### config.mk
export PLATFORM = sky130hd
export DESIGN_NAME = dest_addr_filter
export DESIGN_NICKNAME = d
export VERILOG_FILES = /design/src/rtl/daf_pkg.sv /design/src/rtl/daf_slot_bank.sv /design/src/rtl/daf_hash_table.sv /design/src/rtl/daf_decide.sv /design/src/rtl/dest_addr_filter.sv
export SDC_FILE = /design/constraint.sdc
export NUM_CORES = 1
export LEC_CHECK = 0
export BUFFER_PORTS_ARGS = -buffer_cell sky130_fd_sc_hd__clkbuf_2
export CORE_MARGIN = 4
export CORE_UTILIZATION = 31
export DETAILED_ROUTE_END_ITERATION = 8
export GPL_TIMING_DRIVEN = 0
export PLACE_DENSITY_LB_ADDON = 0.25
export SLEW_MARGIN = 10
export SYNTH_ARGS = -nofsm -noshare
export SYNTH_HDL_FRONTEND = slang
export SYNTH_SLANG_ARGS = --single-unit
### constraint.sdc
create_clock -name clk -period 2.3 [get_ports clk]
set_input_delay 0.115 -clock clk [delete_from_list [all_inputs] [get_ports clk]]
set_output_delay 0.115 -clock clk [all_outputs]
set_load 0.03 [all_outputs]
### src/rtl/daf_pkg.sv
package daf_pkg;
    localparam int ADDR_W    = 48;
    localparam int LO_W      = 32;
    localparam int HI_W      = ADDR_W - LO_W;
    localparam int NUM_SLOTS = 4;
    localparam int HASH_BITS = 6;
    localparam int HASH_SIZE = 1 << HASH_BITS;
    localparam int REG_AW    = 4;
    localparam int RSN_W     = 3;
    localparam int FOLD      = ADDR_W / HASH_BITS;

    localparam logic [REG_AW-1:0] REG_HASH_LO = REG_AW'(2 * NUM_SLOTS);
    localparam logic [REG_AW-1:0] REG_HASH_HI = REG_AW'(2 * NUM_SLOTS + 1);

    typedef enum logic [RSN_W-1:0] {
        RSN_NONE    = 3'd0,
        RSN_SLOT0   = 3'd1,
        RSN_SLOT1   = 3'd2,
        RSN_SLOT2   = 3'd3,
        RSN_SLOT3   = 3'd4,
        RSN_HASH    = 3'd5,
        RSN_BCAST   = 3'd6,
        RSN_PROMISC = 3'd7
    } reason_e;

    typedef struct packed {
        logic    accept;
        reason_e reason;
    } verdict_t;

    // Fold the address into a table index: bit k collects every sixth bit from k.
    function automatic logic [HASH_BITS-1:0] hash_index(input logic [ADDR_W-1:0] a);
        logic [HASH_BITS-1:0] idx;
        idx = '0;
        for (int j = 0; j < FOLD; j++) begin
            idx = idx ^ a[j*HASH_BITS +: HASH_BITS];
        end
        return idx;
    endfunction
endpackage

### src/rtl/daf_slot_bank.sv
module daf_slot_bank
    import daf_pkg::*;
(
    input  logic                  clk,
    input  logic                  rst,
    input  logic                  wr_en,
    input  logic [REG_AW-1:0]     wr_addr,
    input  logic [LO_W-1:0]       wr_data,
    input  logic [ADDR_W-1:0]     da,
    output logic [NUM_SLOTS-1:0]  slot_vld,
    output logic [NUM_SLOTS-1:0]  slot_hit
);
    for (genvar g = 0; g < NUM_SLOTS; g++) begin : g_slot
        localparam logic [REG_AW-1:0] A_LO = REG_AW'(2 * g);
        localparam logic [REG_AW-1:0] A_HI = REG_AW'(2 * g + 1);

        logic [LO_W-1:0] lo_q;
        logic [HI_W-1:0] hi_q;
        logic            vld_q;

        always_ff @(posedge clk) begin
            if (rst) begin
                lo_q  <= '0;
                hi_q  <= '0;
                vld_q <= 1'b0;
            end else if (wr_en) begin
                if (wr_addr == A_LO) begin
                    lo_q  <= wr_data;
                    vld_q <= 1'b0;
                end else if (wr_addr == A_HI) begin
                    hi_q  <= wr_data[HI_W-1:0];
                    vld_q <= 1'b1;
                end
            end
        end

        assign slot_vld[g] = vld_q;
        assign slot_hit[g] = vld_q && (da == {hi_q, lo_q});
    end
endmodule

### src/rtl/daf_hash_table.sv
module daf_hash_table
    import daf_pkg::*;
(
    input  logic              clk,
    input  logic              rst,
    input  logic              wr_en,
    input  logic [REG_AW-1:0] wr_addr,
    input  logic [LO_W-1:0]   wr_data,
    input  logic [ADDR_W-1:0] da,
    output logic              hash_hit
);
    localparam int HALF = HASH_SIZE / 2;

    logic [HALF-1:0]      tbl_lo_q;
    logic [HALF-1:0]      tbl_hi_q;
    logic                 tbl_vld_q;
    logic [HASH_BITS-1:0] idx;
    logic [HASH_SIZE-1:0] tbl;

    always_ff @(posedge clk) begin
        if (rst) begin
            tbl_lo_q  <= '0;
            tbl_hi_q  <= '0;
            tbl_vld_q <= 1'b0;
        end else if (wr_en) begin
            if (wr_addr == REG_HASH_LO) begin
                tbl_lo_q  <= wr_data[HALF-1:0];
                tbl_vld_q <= 1'b0;
            end else if (wr_addr == REG_HASH_HI) begin
                tbl_hi_q  <= wr_data[HALF-1:0];
                tbl_vld_q <= 1'b1;
            end
        end
    end

    always_comb begin
        idx      = hash_index(da);
        tbl      = {tbl_hi_q, tbl_lo_q};
        hash_hit = tbl_vld_q && da[0] && tbl[idx];
    end
endmodule

### src/rtl/daf_decide.sv
module daf_decide
    import daf_pkg::*;
(
    input  logic                 clk,
    input  logic                 rst,
    input  logic                 da_valid,
    input  logic [ADDR_W-1:0]    da,
    input  logic [NUM_SLOTS-1:0] slot_hit,
    input  logic                 hash_hit,
    input  logic                 cfg_bcast_en,
    input  logic                 cfg_promisc,
    output logic                 dec_valid,
    output verdict_t             dec_verdict
);
    verdict_t nxt;
    logic     is_bcast;

    always_comb begin
        is_bcast    = &da;
        nxt.accept  = 1'b0;
        nxt.reason  = RSN_NONE;
        if (is_bcast) begin
            if (cfg_bcast_en) nxt.reason = RSN_BCAST;
        end else if (|slot_hit) begin
            for (int i = NUM_SLOTS - 1; i >= 0; i--) begin
                if (slot_hit[i]) nxt.reason = reason_e'(RSN_W'(i + 1));
            end
        end else if (hash_hit) begin
            nxt.reason = RSN_HASH;
        end
        if (nxt.reason == RSN_NONE && cfg_promisc) nxt.reason = RSN_PROMISC;
        nxt.accept = (nxt.reason != RSN_NONE);
    end

    always_ff @(posedge clk) begin
        if (rst) begin
            dec_valid   <= 1'b0;
            dec_verdict <= '0;
        end else begin
            dec_valid   <= da_valid;
            dec_verdict <= da_valid ? nxt : '0;
        end
    end
endmodule

### src/rtl/dest_addr_filter.sv
module dest_addr_filter
    import daf_pkg::*;
(
    input  logic              clk,
    input  logic              rst,
    input  logic              cfg_bcast_en,
    input  logic              cfg_promisc,
    input  logic              reg_wr_en,
    input  logic [REG_AW-1:0] reg_wr_addr,
    input  logic [LO_W-1:0]   reg_wr_data,
    input  logic              da_valid,
    input  logic [ADDR_W-1:0] da,
    output logic              dec_valid,
    output logic              dec_accept,
    output logic [RSN_W-1:0]  dec_reason
);
    logic [NUM_SLOTS-1:0] slot_vld;
    logic [NUM_SLOTS-1:0] slot_hit;
    logic                 hash_hit;
    verdict_t             verdict;

    daf_slot_bank u_slots (
        .clk      (clk),
        .rst      (rst),
        .wr_en    (reg_wr_en),
        .wr_addr  (reg_wr_addr),
        .wr_data  (reg_wr_data),
        .da       (da),
        .slot_vld (slot_vld),
        .slot_hit (slot_hit)
    );

    daf_hash_table u_hash (
        .clk      (clk),
        .rst      (rst),
        .wr_en    (reg_wr_en),
        .wr_addr  (reg_wr_addr),
        .wr_data  (reg_wr_data),
        .da       (da),
        .hash_hit (hash_hit)
    );

    daf_decide u_decide (
        .clk          (clk),
        .rst          (rst),
        .da_valid     (da_valid),
        .da           (da),
        .slot_hit     (slot_hit),
        .hash_hit     (hash_hit),
        .cfg_bcast_en (cfg_bcast_en),
        .cfg_promisc  (cfg_promisc),
        .dec_valid    (dec_valid),
        .dec_verdict  (verdict)
    );

    assign dec_accept = verdict.accept;
    assign dec_reason = verdict.reason;
endmodule

# [Word-level counts from Yosys, hierarchy flattened]
# Index checks and enable logic that the tools add are counted.
[totals] latch_bits=0 ff_bits=266 mem_bits_rw=0 elab_cells=99 romBits=0 n_memories=0 out_inout_bits=5
[op_classes] add_sub_neg=0 eq_ne=13 magnitude_cmp=1 shifts=0 n_bitwise=13 mul=0 reduce_logical=33 div_mod_pow=0 mux=21
[ops] cell="48-bit equality test" count=4
[ops] cell="48-bit AND reduction" count=1
[ops] cell="6-bit XOR" count=7
[ops] cell="3-bit 2-to-1 mux" count=9
[ops] cell="2-bit AND reduction" count=10
[ops] cell="4-bit by 3-bit equality test with 1-bit output (second input constant)" count=4
[ops] cell="3-bit AND reduction" count=5
[ops] cell="1-bit 2-to-1 mux" count=11
[ops] cell="2-bit nonzero test" count=5
[ops] cell="4-bit by 2-bit equality test with 1-bit output (second input constant)" count=2
[ops] cell="4-bit equality test (second input constant)" count=2
[ops] cell="1-bit logical AND" count=7
[ops] cell="6-bit by 7-bit < comparator with 1-bit output (second input constant)" count=1
[ops] cell="1-bit binary-select mux with 6-bit select" count=1
[ops] cell="1-bit NOT" count=6
[ops] cell="4-bit by 1-bit equality test with 1-bit output (second input constant)" count=1
[ops] cell="4-bit logical NOT" count=1
[ops] cell="4-bit OR reduction" count=1
[ops] cell="3-bit logical NOT" count=1
[ops] cell="3-bit nonzero test" count=1
[ops] cell="2-bit OR reduction" count=1

# [Depth between registers and ports, before layout]
[logic_depth] ltp_word=17 mapped_depth=13

# [Cells and area by module]
# Synthesis repeated with hierarchy kept, for this count alone.
[hier_totals] cells_unflattened=1575 hier_area_um2=12664.6
[modules_own_cells] module="daf_slot_bank" cells_per_inst=1151 area_each_um2=9092.5 instances=1
[modules_own_cells] module="daf_hash_table" cells_per_inst=378 area_each_um2=3218.1 instances=1
[modules_own_cells] module="daf_decide" cells_per_inst=46 area_each_um2=354.1 instances=1

# [Worst setup path before layout]
# OpenSTA, ideal clock, no wires.
[synth_timing] kind="input port to flip-flop" from="input port da[0]" to="register u_decide.dec_verdict[3] in the netlist's numbering" n_path_buf=2 setup_slack_ps=-214 t_arrival_ps=2386 cell_stages=12 required_ps=2172 setup_ps=128 cell_sequence="buf_4 -> xor2_1 -> xnor2_1 -> xnor2_2 -> buf_6 -> mux4_2 -> mux2i_1 -> mux2i_1 -> a22o_1 -> o21ai_2 -> and2_1 -> a31oi_1"
[synth_via] elab_chain_cells=17 word_cells_on_any_way=32
[synth_rtl] item="start: declaration" line="dest_addr_filter.sv:12" rtl="input logic [ADDR_W-1:0] da,"
[synth_rtl] item="6-bit XOR (7 in series)" line="daf_pkg.sv:36" rtl="idx = idx ^ a[j*HASH_BITS +: HASH_BITS];"
[synth_rtl] item="1-bit binary-select mux with 6-bit select" line="daf_hash_table.sv:39" rtl="hash_hit = tbl_vld_q && da[0] && tbl[idx];"
[synth_rtl] item="1-bit 2-to-1 mux (implied by the code)" line="daf_hash_table.sv:39"
[synth_rtl] item="1-bit logical AND" line="daf_hash_table.sv:39"
[synth_rtl] item="3-bit 2-to-1 mux" line="daf_decide.sv:28" rtl="end else if (hash_hit) begin"
[synth_rtl] item="3-bit 2-to-1 mux" line="daf_decide.sv:24" rtl="end else if (|slot_hit) begin"
[synth_rtl] item="3-bit 2-to-1 mux *" line="daf_decide.sv:22" rtl="if (is_bcast) begin"
[synth_rtl] item="3-bit logical NOT" line="daf_decide.sv:31" rtl="if (nxt.reason == RSN_NONE && cfg_promisc) nxt.reason = RSN_PROMISC;"
[synth_rtl] item="1-bit logical AND" line="daf_decide.sv:31"
[synth_rtl] item="3-bit 2-to-1 mux *" line="daf_decide.sv:31"
[synth_rtl] item="3-bit nonzero test *" line="daf_decide.sv:32" rtl="nxt.accept = (nxt.reason != RSN_NONE);"
[synth_rtl] item="end signal: assignment" line="daf_decide.sv:41" rtl="dec_verdict <= da_valid ? nxt : '0;"
[synth_rtl] item="end: declaration" line="daf_decide.sv:13" rtl="output verdict_t dec_verdict"
# Mark *: on every way between the ends. The rest lies on a longest branch, timed or not. The select of a mux whose other input is x is not followed.
# A chain may end at the register's enable or synchronous reset.

# [Final worst setup path]
[layout_timing] from="register u_slots.g_slot[2].lo_q[18]" to="register u_decide.dec_verdict[3] in the netlist's numbering"
[layout_via] elab_chain_cells=11 word_cells_on_any_way=12
[layout_rtl] item="start: declaration" line="daf_slot_bank.sv:17" rtl="logic [LO_W-1:0] lo_q;"
[layout_rtl] item="start signal: assignment" line="daf_slot_bank.sv:28" rtl="lo_q <= wr_data;"
[layout_rtl] item="48-bit equality test *" line="daf_slot_bank.sv:38" rtl="assign slot_hit[g] = vld_q && (da == {hi_q, lo_q});"
[layout_rtl] item="1-bit logical AND *" line="daf_slot_bank.sv:38"
[layout_rtl] item="3-bit 2-to-1 mux (3 in series)" line="daf_decide.sv:26" rtl="if (slot_hit[i]) nxt.reason = reason_e'(RSN_W'(i + 1));"
[layout_rtl] item="3-bit 2-to-1 mux *" line="daf_decide.sv:24"
[layout_rtl] item="3-bit 2-to-1 mux *" line="daf_decide.sv:22"
[layout_rtl] item="3-bit logical NOT" line="daf_decide.sv:31"
[layout_rtl] item="1-bit logical AND" line="daf_decide.sv:31"
[layout_rtl] item="3-bit 2-to-1 mux *" line="daf_decide.sv:31"
[layout_rtl] item="3-bit nonzero test *" line="daf_decide.sv:32"
# Mark *: on every way between the ends. The rest lies on a longest branch, timed or not.

==> impl_metrics.toml <==
[status]
outcome = "finished, violations left"
violations = "negative setup slack"

[floorplanning]
num_rows = 74
core_mm2 = 0.04102
die_height_um = 212.2
initial_utilization = 0.3151
dieArea_mm2 = 0.04503
boundaryPins = 95
die_w_um = 212.2

[yosys]
synth.avg_cell_area_um2 = 7.690
synth_commonest_cells = "539 x nand2_1, 268 x a21oi_1, 266 x dfxtp_1"
synth_top_flop_cell = "dfxtp_1"
synthCells = 1681
netlist_area_mm2 = 0.01293
synth.distinct_cells = 50
synth.most_common_cell = "nand2_1"
ys_seq_area_frac = 0.4120
synth_area_leaders = "dfxtp_1 41%, nand2_1 16%, a21oi_1 10%"
synth_top_area_frac = 0.4120
synth-warning-count = 0
ys_ff_latch = 266
synth_top_area_cell = "dfxtp_1"
synth-edff-count = 0
async_reset_ff_frac = 0
syn_nets = 1771

[sta]
slew_viol_final = 0
period_needed_ns = 2.435
grt_setup_unrepaired = "yes"
relSlewSlack = 0.1308
setup_slack_ns = -0.1350
worst_pin_slew_ns = 1.301
finalHoldViolations = 0
skew_ns = 0.02179
finalSetupTns_ns = -0.3783
fin_crit_sh = 1.059
setup_violations = 4
max_freq_mhz = 410.7

[place]
io_buffers = 27
dp.cells = 2240
globalplace.congestion = 0.9337
dp_hpwl_mm = 40.74

[routing]
postRouteAntennaNets = 0
viasPerCell = 5.276
finalWirelength_mm = 56.38
drc_errors = 0
num_vias = 12240
dr.pass1.iters = 5
drt_iter0_drc = 1307
wl_per_cell_um = 24.31

[finish]
drive_gt1_frac = 0.1069
area_delta_synth_final_pct = 19.61
antenna_cells = 0
final_net_count = 1853
instances_no_fill = 2319

[power_and_ir_drop]
ir_worst_vdd_uv = 567.5
p_leak_nw = 5.125
power_density_mw_per_mm2 = 759.3

[critical_path]
slowest_delay_ns = 0.44
worstPathMaxFanout = 3
r2r_slack_ns = -0.13
timing.rr.start = "u_slots.g_slot[2].lo_q[18]"
critPathCaptureType = "flip-flop"
path_cells = "xnor2_1 > nand4_1 > nor4_2 > nand4_1 > buf_4 > o21ai_0 > nand2_1 > and2_4 > a31oi_1"
cp.arrival_ns = 2.93
required_ns = 2.79
cp_top_family = "simple AND/OR/NAND/NOR gates"
crit_type = "flip-flop to flip-flop"
r2r_cells = 9
crit_top_cell = "nand4_1"
regToRegEndpoint = "u_decide.dec_verdict[3]"
critPathBufInv = 1
slowest_stage = "xnor2_1"
critPathLaunchType = "flip-flop"

[clock_network]
htreeDepth = 1
cts_tree = "yes"
clk_latency_ns = 0.59
path_clk_slew_ns = 0.06
cts_buffer_depth = 3
cts-root-buf = "clkbuf_16"
clock-sinks = 266
cts_made_buffers = 30

[grt]
grt.total_usage = 0.2444
grt_max_degree = 16
antenna_found_initial = 0
gr-total-overflow = 0
grt_pass1_vias = 11590
grt_pass1_wl_mm = 80.35

[worst_hold_path]
hold_depth = 3
hp-start = "reg_wr_data[16]"
whs_endpoint = "u_slots.g_slot[3].lo_q[16]"
min_path_type = "primary input to flip-flop"

[job]
drv_cap = 0
[cells in the final DEF (no fill, tap or decap), types with 18 or more instances in the layout]
| cell type | instances |
|---|---|
| clkbuf_2 | 42 |
| nor2_1 | 19 |
| xnor2_1 | 129 |
| nand4_1 | 50 |
| a21oi_1 | 268 |
| dfxtp_1 | 264 |
| nor4_1 | 18 |
| clkbuf_16 | 30 |
| nand2_1 | 539 |
| xor2_1 | 56 |
| clkbuf_1 | 107 |
| inv_1 | 26 |
[routing by layer]
metal	vias up	share of wire	wire [um]	GRT usage
met5	-	0.0018	99	0.01509
met4	2	0.039	2175	0.08786
met3	111	0.098	5516	0.06109
met2	569	0.43	24120	0.3669
met1	5842	0.43	24460	0.3398
li1	5712	-	-	-
[report_power, final]
| group | internal [mW] | switching (mW) |
|---|---|---|
| logic | 0.740 | 1.24 |
| clock network | 2.95 | 2.09 |
| registers | 4.67 | 0.0414 |
[cell type report]
cell class                 instances  area, um2
timing repair buffer              50      382.9
inverter                          26      97.59
sequential                       266       5328
multi-input combinational       1241       7238
buffer                           148      718.2
clock buffer                      40      858.3
fill                            4288      25560
tap                              532      665.6
clock inverter                    16      172.7
[registers in the layout (all words and copies together), names as in the netlist]
register	cells
u_decide.dec_valid	1
u_decide.dec_verdict	4
u_hash.tbl_hi_q	32
u_hash.tbl_lo_q	32
u_hash.tbl_vld_q	1
u_slots.g_slot.hi_q	64
u_slots.g_slot.lo_q	128
u_slots.g_slot.vld_q	4
[tightest hold or removal path, cell delays in order]
cell	delay, ns
clkbuf_2	0.26
nand2_1	0.13
a21oi_1	0.06
[timing repair]
action | 4_1_cts | 5_1_grt
pin swaps | 16 | 11
setup endpoints to repair | 4 | 4
buffers inserted | 8 | 0
hold buffers | 15 | 0
resized for setup | 38 | 31
hold endpoints to repair | 83 | 0
[per-stage QoR]
step           hold WS, ns  setup WS [ns]    util  total power, mW  instance area [um2]
2_1_floorplan       0.2510        -0.1221       -            5.868                13060
3_3_place_gp        0.4078         -1.044  0.3379            6.485                13860
3_5_place_dp        0.4111         -1.058  0.3380            6.486                13860
4_1_cts           0.008867       -0.09921  0.3736            11.70                15320
5_1_grt            0.04085        -0.1862  0.3769            12.05                15460
6_report           0.03290        -0.1350  0.3769            11.74                15460
[worst max-delay path by stage]
| stage | endpoint | start | depth (start not counted) | slack, ns |
|---|---|---|---|---|
| 2_1_floorplan | u_decide.dec_verdict[3] | da[12] | 12 | -0.12 |
| 3_3_place_gp | u_decide.dec_verdict[3] | da[1] | 12 | -1.04 |
| 3_5_place_dp | u_decide.dec_verdict[0] | da[1] | 12 | -1.06 |
| 4_1_cts | u_decide.dec_verdict[0] | u_slots.g_slot[3].lo_q[9] | 10 | -0.1 |
| 5_1_grt | u_decide.dec_verdict[1] | u_slots.g_slot[3].hi_q[13] | 10 | -0.19 |
| 6_report | u_decide.dec_verdict[3] | u_slots.g_slot[2].lo_q[18] | 9 | -0.13 |
[logic make-up (layout without fill, tap and decap cells)]
kind of cell / after synthesis / count (layout) / share of synthesized area
multiplexers: 28 / 28 / 0.03136
AO/OA/AOI/OAI: 314 / 314 / 0.1313
AND/OR/NAND/NOR: 689 / 689 / 0.2253
XOR/XNOR: 210 / 210 / 0.1440
buffers and inverters: 174 / 280 / 0.05604
flip-flops: 266 / 266 / 0.4120
No activity file was read; power rests on OpenSTA's default activity.
